File: src/rtl/cmdslot_pkg.sv
package cmdslot_pkg;

    localparam int DEF_TIME_W   = 20;
    localparam int DEF_WIN_LOG2 = 2;
    localparam int DEF_NUM_WIN  = 4;
    localparam int DEF_MAX_CMDS = 2;
    localparam int NUM_POOLS    = 2;

    typedef enum logic {
        POOL_COL = 1'b0,
        POOL_ROW = 1'b1
    } pool_e;

    function automatic int cnt_width(input int max_cmds);
        return $clog2(max_cmds + 1);
    endfunction

endpackage

File: src/rtl/cmdslot_table.sv
module cmdslot_table
    import cmdslot_pkg::*;
#(
    parameter int NUM_WIN = DEF_NUM_WIN,
    parameter int WIN_W   = 18,
    parameter int CNT_W   = 2
) (
    input  logic             clk,
    input  logic             rst,
    input  logic             wr_en,
    input  pool_e            wr_pool,
    input  logic [WIN_W-1:0] wr_win,
    output logic [WIN_W-1:0] tag_o [NUM_POOLS][NUM_WIN],
    output logic [CNT_W-1:0] cnt_o [NUM_POOLS][NUM_WIN]
);

    localparam int IDX_W = $clog2(NUM_WIN);

    for (genvar p = 0; p < NUM_POOLS; p++) begin : g_pool
        for (genvar e = 0; e < NUM_WIN; e++) begin : g_ent
            logic [WIN_W-1:0] tag_q;
            logic [CNT_W-1:0] cnt_q;
            logic             hit;

            assign hit = wr_en && (wr_pool == pool_e'(p))
                         && (wr_win[IDX_W-1:0] == IDX_W'(e));

            always_ff @(posedge clk) begin
                if (rst) begin
                    tag_q <= '0;
                    cnt_q <= '0;
                end else if (hit) begin
                    if (tag_q == wr_win) begin
                        cnt_q <= cnt_q + CNT_W'(1);
                    end else begin
                        tag_q <= wr_win;
                        cnt_q <= CNT_W'(1);
                    end
                end
            end

            assign tag_o[p][e] = tag_q;
            assign cnt_o[p][e] = cnt_q;
        end
    end

endmodule

File: src/rtl/cmdslot_search.sv
module cmdslot_search #(
    parameter int TIME_W   = 20,
    parameter int WIN_LOG2 = 2,
    parameter int NUM_WIN  = 4,
    parameter int MAX_CMDS = 2,
    parameter int CNT_W    = 2
) (
    input  logic [TIME_W-1:0]          cur_time,
    input  logic [TIME_W-1:0]          req_time,
    input  logic [TIME_W-WIN_LOG2-1:0] tag_i [NUM_WIN],
    input  logic [CNT_W-1:0]           cnt_i [NUM_WIN],
    output logic                       found,
    output logic [TIME_W-WIN_LOG2-1:0] grant_win,
    output logic [TIME_W-1:0]          grant_time
);

    localparam int WIN_W = TIME_W - WIN_LOG2;
    localparam int IDX_W = $clog2(NUM_WIN);

    logic [TIME_W-1:0] eff_time;
    logic [WIN_W-1:0]  eff_win;
    logic [WIN_W-1:0]  cur_win;
    logic [WIN_W-1:0]  cand;
    logic [IDX_W-1:0]  idx;
    logic [CNT_W-1:0]  occ;
    logic              first_hit;

    always_comb begin
        eff_time  = (req_time < cur_time) ? cur_time : req_time;
        eff_win   = eff_time[TIME_W-1:WIN_LOG2];
        cur_win   = cur_time[TIME_W-1:WIN_LOG2];
        found     = 1'b0;
        first_hit = 1'b0;
        grant_win = eff_win;
        cand      = eff_win;
        idx       = '0;
        occ       = '0;
        if ((eff_win - cur_win) < WIN_W'(NUM_WIN)) begin
            for (int k = 0; k < NUM_WIN; k++) begin
                cand = eff_win + WIN_W'(k);
                idx  = cand[IDX_W-1:0];
                occ  = (tag_i[idx] == cand) ? cnt_i[idx] : '0;
                if (!found && ((cand - cur_win) < WIN_W'(NUM_WIN))
                    && (occ < CNT_W'(MAX_CMDS))) begin
                    found     = 1'b1;
                    grant_win = cand;
                    first_hit = (k == 0);
                end
            end
        end
        if (!found)
            grant_time = '0;
        else if (first_hit)
            grant_time = eff_time;
        else
            grant_time = {grant_win, {WIN_LOG2{1'b0}}};
    end

endmodule

File: src/rtl/cmd_slot_alloc.sv
module cmd_slot_alloc
    import cmdslot_pkg::*;
#(
    parameter int TIME_W   = DEF_TIME_W,
    parameter int WIN_LOG2 = DEF_WIN_LOG2,
    parameter int NUM_WIN  = DEF_NUM_WIN,
    parameter int MAX_CMDS = DEF_MAX_CMDS
) (
    input  logic              clk,
    input  logic              rst,
    input  logic [TIME_W-1:0] cur_time,
    input  logic              req_valid,
    input  logic              req_row,
    input  logic [TIME_W-1:0] req_time,
    output logic              gnt_valid,
    output logic              gnt_ok,
    output logic [TIME_W-1:0] gnt_time
);

    localparam int WIN_W = TIME_W - WIN_LOG2;
    localparam int CNT_W = cnt_width(MAX_CMDS);

    logic [WIN_W-1:0]  tag_all [NUM_POOLS][NUM_WIN];
    logic [CNT_W-1:0]  cnt_all [NUM_POOLS][NUM_WIN];
    logic [WIN_W-1:0]  tag_sel [NUM_WIN];
    logic [CNT_W-1:0]  cnt_sel [NUM_WIN];
    logic              found;
    logic [WIN_W-1:0]  grant_win;
    logic [TIME_W-1:0] grant_time;
    pool_e             pool;

    assign pool = req_row ? POOL_ROW : POOL_COL;

    always_comb begin
        for (int e = 0; e < NUM_WIN; e++) begin
            tag_sel[e] = tag_all[int'(pool)][e];
            cnt_sel[e] = cnt_all[int'(pool)][e];
        end
    end

    cmdslot_table #(
        .NUM_WIN (NUM_WIN),
        .WIN_W   (WIN_W),
        .CNT_W   (CNT_W)
    ) u_table (
        .clk     (clk),
        .rst     (rst),
        .wr_en   (req_valid && found),
        .wr_pool (pool),
        .wr_win  (grant_win),
        .tag_o   (tag_all),
        .cnt_o   (cnt_all)
    );

    cmdslot_search #(
        .TIME_W   (TIME_W),
        .WIN_LOG2 (WIN_LOG2),
        .NUM_WIN  (NUM_WIN),
        .MAX_CMDS (MAX_CMDS),
        .CNT_W    (CNT_W)
    ) u_search (
        .cur_time   (cur_time),
        .req_time   (req_time),
        .tag_i      (tag_sel),
        .cnt_i      (cnt_sel),
        .found      (found),
        .grant_win  (grant_win),
        .grant_time (grant_time)
    );

    always_ff @(posedge clk) begin
        if (rst) begin
            gnt_valid <= 1'b0;
            gnt_ok    <= 1'b0;
            gnt_time  <= '0;
        end else begin
            gnt_valid <= req_valid;
            gnt_ok    <= req_valid && found;
            gnt_time  <= (req_valid && found) ? grant_time : '0;
        end
    end

endmodule

File: config.mk
export PLATFORM = sky130hd
export DESIGN_NAME = cmd_slot_alloc
export DESIGN_NICKNAME = d
export VERILOG_FILES = /design/src/rtl/cmdslot_pkg.sv /design/src/rtl/cmdslot_table.sv /design/src/rtl/cmdslot_search.sv /design/src/rtl/cmd_slot_alloc.sv
export SDC_FILE = /design/constraint.sdc
export NUM_CORES = 1
export LEC_CHECK = 0
export ABC_AREA = 0
export BUFFER_PORTS_ARGS = -buffer_cell sky130_fd_sc_hd__buf_2
export CAP_MARGIN = 10
export CORE_ASPECT_RATIO = 0.7
export CORE_MARGIN = 3
export CORE_UTILIZATION = 40
export CTS_BUF_LIST = sky130_fd_sc_hd__clkbuf_4
export DETAILED_ROUTE_END_ITERATION = 16
export GPL_TIMING_DRIVEN = 0
export PLACE_DENSITY = 0.56
export SYNTH_ARGS = -nofsm -noshare
export SYNTH_HDL_FRONTEND = slang
export SYNTH_SLANG_ARGS = --single-unit
File: constraint.sdc
create_clock -name clk -period 13.44 [get_ports clk]
set_clock_uncertainty 0.1 [all_clocks]
set_input_delay 1.344 -clock clk [delete_from_list [all_inputs] [get_ports clk]]
set_output_delay 1.344 -clock clk [all_outputs]
set_load 0.01 [all_outputs]
==> qor.yml, run 1 <==
core-area_sq_mm: 0.0576
synthTopCellsByArea: "dfxtp_1 15%, mux2i_1 11%, xnor2_1 6.7%"
ys_async_sr_fraction_pct: 0
via_count: 26800
synthXorXnorAreaFrac_pct: 11.1
netlist.area_leader.share_pct: 15.4
grt.met3_usage_pct: 25.4
ys.flop_type: "dfxtp_1"
holdBufCountCts: 0
min_period_ns: 13.50
row_count: 73
required_ns: 13.90
outcome: "complete, but fails checks"
ys_ff_latch: 182
cp_slowest_cell: "or4b_1"
finalSetupTns_ns: -0.465
intPower_mw: 1.03
routed_wl_microns: 142000
end_kind: "register"
grt_use_met1_pct: 63.0
ir_drop_uv: 62.6
portBuffers: 55
cts_tree: "yes"
clk_latency_ns: 0.65
yosysTopAreaCell: "dfxtp_1"
drtPass1Iterations: 6
synth_top_family_by_area: "simple AND/OR/NAND/NOR gates"
arrival_ns: 13.96
synthTopCellsByCount: "268 x mux2i_1, 234 x nor2_1, 227 x nand2_1, 182 x dfxtp_1, 180 x xnor2_1"
synth-compound-area-share_pct: 18.1
yosysUniqueCellTypes: 124
power_density_mw_per_mm2: 84.9
grt-busiest-layer: "met1"
grt_pass1_vias: 24200
seqPwrFrac_pct: 24.8
viasPerCell: 6.98
syn_area_per_cell_sq_um: 8.06
clk_pin_slew_worst_paths_ns: 0.18
grt_pass1_wl_microns: 193000
critPathKind: "in -> reg"
die_y_microns: 209
ys_warn_count: 0
final-hold-violation-count: 0
violations: "max-capacitance violations, negative setup slack"
worst_path_most_repeated_cell: "buf_2"
grt-ovfl-total: 0
pin_count: 66
dieArea_sq_mm: 0.0621
hold_class: "reg -> reg"
power_frac_comb_pct: 59.9
finalPower_mw: 2.18
grt_max_degree: 20
postRouteAntennaNets: 0
drv_slew: 0
synth_mux_area_share_pct: 20.2
clock-sinks: 182
synthAdderAreaFrac_pct: 4.60
synth-edff-count: 0
fmax_ghz: 0.0741
wl_per_cell_microns: 37.0
routabilityCongestion: 1.09
syn_nets: 3067
yosysMostFrequentCell: "mux2i_1"
worst_setup_path_start_kind: "primary input"
drt-initial-drc-count: 4681
h-tree-depth: 4
max-slew-margin-rel_pct: 0.721
synthesis.instances: 2936
synth_area_sq_mm: 0.0237
antenna_found_initial: 12
drc: 0
cpPeakStageDelay_ns: 0.58
finalCritPeriodShare_pct: 100
layout_setup_ws_ns: -0.0632
swShare_pct: 52.8
drive_gt1_share_pct: 15.3
power_leakage_nw: 9.72
grt_use_total_pct: 44.3
synth-simple-area-share_pct: 24.4
use_met2_pct: 55.5
hpwl_microns: 115000
cts_max_path_buffers: 2
preCtsSetupSlack_ns: -3.56
power.switching_mw: 1.15
max_cap_viol_count: 1
finalSetupViolations: 18
worstMarginPinSlew_ns: 1.48
clkPwrFrac_pct: 15.3
start_util_pct: 41.0
fin_nets: 3160
root_buffer: "clkbuf_4"
cts-buffers-inserted: 17
die_w_microns: 297
ys_seq_area_share_pct: 15.4
nFillCells: 5856
area_growth_pct: 8.71
path_max_fanout: 10
## power by group through the flow
stage / Clock, mW / Combinational (mW) / Sequential, mW
floorplan: 0 / 0.775 / 0.552
global placement: 0 / 1.19 / 0.552
detailed placement: 0 / 1.20 / 0.552
CTS: 0.331 / 1.21 / 0.540
global route: 0.354 / 1.35 / 0.541
finish: 0.334 / 1.31 / 0.540
## critical path, delay by kind of cell
| family | cells | cell delay, ns |
|---|---|---|
| AO/OA/AOI/OAI | 8 | 2.12 |
| XOR/XNOR | 2 | 0.42 |
| adder cells (fa/ha/maj) | 2 | 0.56 |
| buffers and inverters | 20 | 5.45 |
| multiplexers | 1 | 0.24 |
| AND/OR/NAND/NOR | 14 | 3.69 |
## layout make-up
class                           instances  area (sq um)  share of cell area [%]
Antenna cell                            4          10.0                  0.0389
Buffer                                186          1040                    4.06
Clock buffer                           17           128                   0.496
Clock inverter                         15           161                   0.628
Inverter                              112           432                    1.68
Multi-Input combinational cell       2454         18900                    73.4
Sequential cell                       182          3640                    14.2
Tap cell                              787           985                    3.83
Timing Repair Buffer                   76           444                    1.73
## cells by family after synthesis
group,Yosys count
simple gates,1080
compound gates,606
mux,391
buf+inv,300
xor+xnor,290
flops,182
fa+ha+maj,87
## placed cells by master (no fill, tap or decap), drive strengths merged, types with 57 or more instances in the layout
| cell type | instances |
|---|---|
| mux2i | 272 |
| nor2 | 240 |
| nand2 | 229 |
| dfxtp | 182 |
| xnor2 | 182 |
| buf | 168 |
| a21oi | 138 |
| o21ai | 112 |
| clkbuf | 111 |
| inv | 110 |
| xor2 | 103 |
| nand2b | 99 |
| nand3 | 89 |
| ha | 87 |
| nor4 | 71 |
| nor3 | 68 |
| mux4 | 62 |
| nand4 | 62 |
| mux2 | 57 |
## metal layers
| layer | vias to the layer above | part of all wire (%) |
|---|---|---|
| li1 | 11100 | - |
| met1 | 13200 | 42 |
| met2 | 2181 | 36 |
| met3 | 302 | 19 |
| met4 | 10 | 3.1 |
| met5 | - | 0.23 |
## sequential cells by signal, indices dropped and copies added, names as in the netlist
signal and count:
u_table.g_pool.g_ent.cnt_q 16, gnt_valid 1, gnt_time 20, u_table.g_pool.g_ent.tag_q 144
gnt_ok 1
## per-stage QoR
stage | hold slack (ns) | utilization (%) | std cells | instance area [sq um]
6_report | 0.393 | 44.6 | 3833 | 25700
2_1_floorplan | 0.344 | - | 2936 | 23700
3_5_place_dp | 0.367 | 43.3 | 3783 | 25000
4_1_cts | 0.387 | 44.1 | 3820 | 25400
5_1_grt | 0.422 | 44.6 | 3832 | 25700
3_3_place_gp | 0.358 | 43.2 | 3778 | 24900
## worst paths after layout
kind	depth (start not counted)	to	startpoint	slack [ns]
min reg2reg	2	u_table.g_pool[0].g_ent[2].tag_q[1]	u_table.g_pool[0].g_ent[2].tag_q[1]	0.39
max	47	u_table.g_pool[0].g_ent[2].tag_q[14]	cur_time[2]	-0.06
min	2	u_table.g_pool[0].g_ent[2].tag_q[1]	u_table.g_pool[0].g_ent[2].tag_q[1]	0.39
max reg2reg	24	u_table.g_pool[0].g_ent[2].tag_q[14]	u_table.g_pool[1].g_ent[0].tag_q[14]	5.47
## repair_timing
action                                  in CTS  in global routing
setup buffers                                5                 10
hold endpoints to repair                     0                  0
endpoints found under the setup margin     178                148
pin swaps                                    3                  2
resized for setup                           39                 44
Note: power is estimated with default switching activity, not from simulation.
==> inputs of run 2 (changes only) <==
Settings changed: CORE_ASPECT_RATIO 0.7 to not set.
==> qor.yml, run 2 (synthesis results as in run 1) <==
row_count: 88  # +21%
routed_wl_microns: 143000  # +0.85%
finalPower_mw: 2.20  # +0.60%
cts_max_path_buffers: 2  # unchanged
via_count: 26700  # -0.27%
r2r_start: "u_table.g_pool[1].g_ent[0].tag_q[9]"
crit_start: "cur_time[14]"
max-slew-margin-rel_pct: 5.43  # +4.7 points
layout_setup_ws_ns: 0.0458  # +0.109 ns
portBuffers: 55  # unchanged
mostFrequentLayoutCells: "263 x mux2i_1, 233 x nor2_1, 226 x nand2_1, 182 x dfxtp_1, 180 x xnor2_1"
nFillCells: 5947  # +1.6%
top_register: "u_table.g_pool.g_ent.tag_q"
min_period_ns: 13.39  # -0.109 ns
fmax_ghz: 0.0747  # +0.81%
fin_nets: 3163  # +0.095%
clk_latency_ns: 0.78  # +0.13 ns
grt_use_total_pct: 44.0  # -0.27 points
final-hold-violation-count: 0  # unchanged
max_cap_viol_count: 0  # -1
grt_pass1_vias: 24400  # +0.83%
drv_slew: 0  # unchanged
required_ns: 14.02  # +0.12 ns
reg_top3: "u_table.g_pool.g_ent.tag_q x144, gnt_time x20, u_table.g_pool.g_ent.cnt_q x16"
postRouteAntennaNets: 0  # unchanged
rsz0062_at_grt: "false"
routabilityCongestion: 1.05  # -3.3%
area_growth_pct: 8.27
pin_count: 66  # unchanged
core-area_sq_mm: 0.0581  # +0.87%
viasPerCell: 6.99  # +0.12%
preCtsSetupSlack_ns: -3.31  # +0.253 ns
drtPass1Iterations: 6  # unchanged
instances_no_fill: 3818  # -0.39%
antenna_found_initial: 12  # unchanged
layout_commonest_cell: "mux2i_1"
dieArea_sq_mm: 0.0621  # about the same
critPathKind: "in -> reg"
hold_class: "reg -> reg"
cpPeakStageDelay_ns: 0.59  # about the same
worst_setup_path_start_kind: "primary input"
holdBufCountCts: 0  # unchanged
wl_per_cell_microns: 37.4  # +1.2%
cts_tree: "yes"
die_y_microns: 249  # +19%
largest_reg_flops: 144  # unchanged
grt-ovfl-total: 0  # unchanged
ir_drop_uv: 56.0  # -10%
cts-buffers-inserted: 17  # unchanged
cp_slowest_cell: "a22oi_2"
dpl.cell_count: 3765  # -0.48%
path_max_fanout: 12  # +2
clk_pin_slew_worst_paths_ns: 0.21  # +0.03 ns
grt_pass1_wl_microns: 194000  # +0.79%
drt-initial-drc-count: 4136  # -12%
drc: 0  # unchanged
end_kind: "register"
stdcell_area_sq_mm: 0.0256  # -0.40%
clock-sinks: 182  # unchanged
die_w_microns: 249  # -16%
grt_max_degree: 29  # +45%
hold_ws_ns: 0.394  # +0.000823 ns
start_util_pct: 40.7  # -0.35 points
arrival_ns: 13.98  # +0.02 ns
worstHoldStart: "u_table.g_pool[1].g_ent[2].tag_q[1]"
outcome: "finished clean"
drive_gt1_share_pct: 14.9  # -0.31 points
root_buffer: "clkbuf_4"
power_leakage_nw: 9.72  # about the same
hpwl_microns: 114000  # -0.55%
finalCritPeriodShare_pct: 99.7  # -0.81 points
power_density_mw_per_mm2: 85.7  # +1.0%
finalSetupTns_ns: 0  # +0.465 ns
h-tree-depth: 4  # unchanged
final_util_pct: 44.0  # -0.56 points
worstMarginPinSlew_ns: 1.38  # -0.0995 ns
dpl-instance-area_sq_mm: 0.0250  # +0.13%
finalSetupViolations: 0  # -18
run 2: path summary, 6_finish.rpt:
path                                                             end  slack (ns)  cells past startpoint
worst max-delay path            u_table.g_pool[1].g_ent[3].tag_q[14]        0.05                     41
worst min-delay path             u_table.g_pool[1].g_ent[2].tag_q[1]        0.39                      2
worst max register to register  u_table.g_pool[1].g_ent[3].tag_q[14]        5.47                     25
worst min register to register   u_table.g_pool[1].g_ent[2].tag_q[1]        0.39                      2
run 2: repair_timing:
item	CTS	global route
pin swaps	1	1
gates resized for setup	16	27
setup buffers	3	16
setup endpoints to repair	176	142
run 2: cell type report:
class / instances / area, sq um / share of cell area (%)
Multi-Input combinational cell: 2454 / 18700 / 73.0
Sequential cell: 182 / 3640 / 14.2
Buffer: 181 / 1010 / 3.95
Tap cell: 765 / 957 / 3.74
Timing Repair Buffer: 84 / 517 / 2.02
Inverter: 112 / 447 / 1.74
Clock inverter: 15 / 198 / 0.772
Clock buffer: 17 / 128 / 0.498
Antenna cell: 8 / 20.0 / 0.0782
run 2: critical path: cells and delay by family:
kind            cells  cell delay (ns)
buf+inv            10             3.25
simple gates       15             4.47
compound gates      8             2.43
xor+xnor            3             0.76
mux                 2             0.36
fa+ha+maj           3             1.26
run 2: power by group:
part	switching, mW	leakage (nW)	internal (mW)	total [mW]
Combinational	0.877	8.08	0.401	1.28
Clock	0.284	0.165	0.0924	0.376
Sequential	0.0000329	1.47	0.541	0.541
Total	1.16	9.72	1.03	2.20
run 2: per-layer routing:
layer	vias to the layer above	routed length [microns]	track usage, %
met2	1999	56500	61.0
met1	13100	57500	59.4
met4	6	9200	23.8
met3	449	19600	15.1
met5	-	45	0
li1	11100	-	-
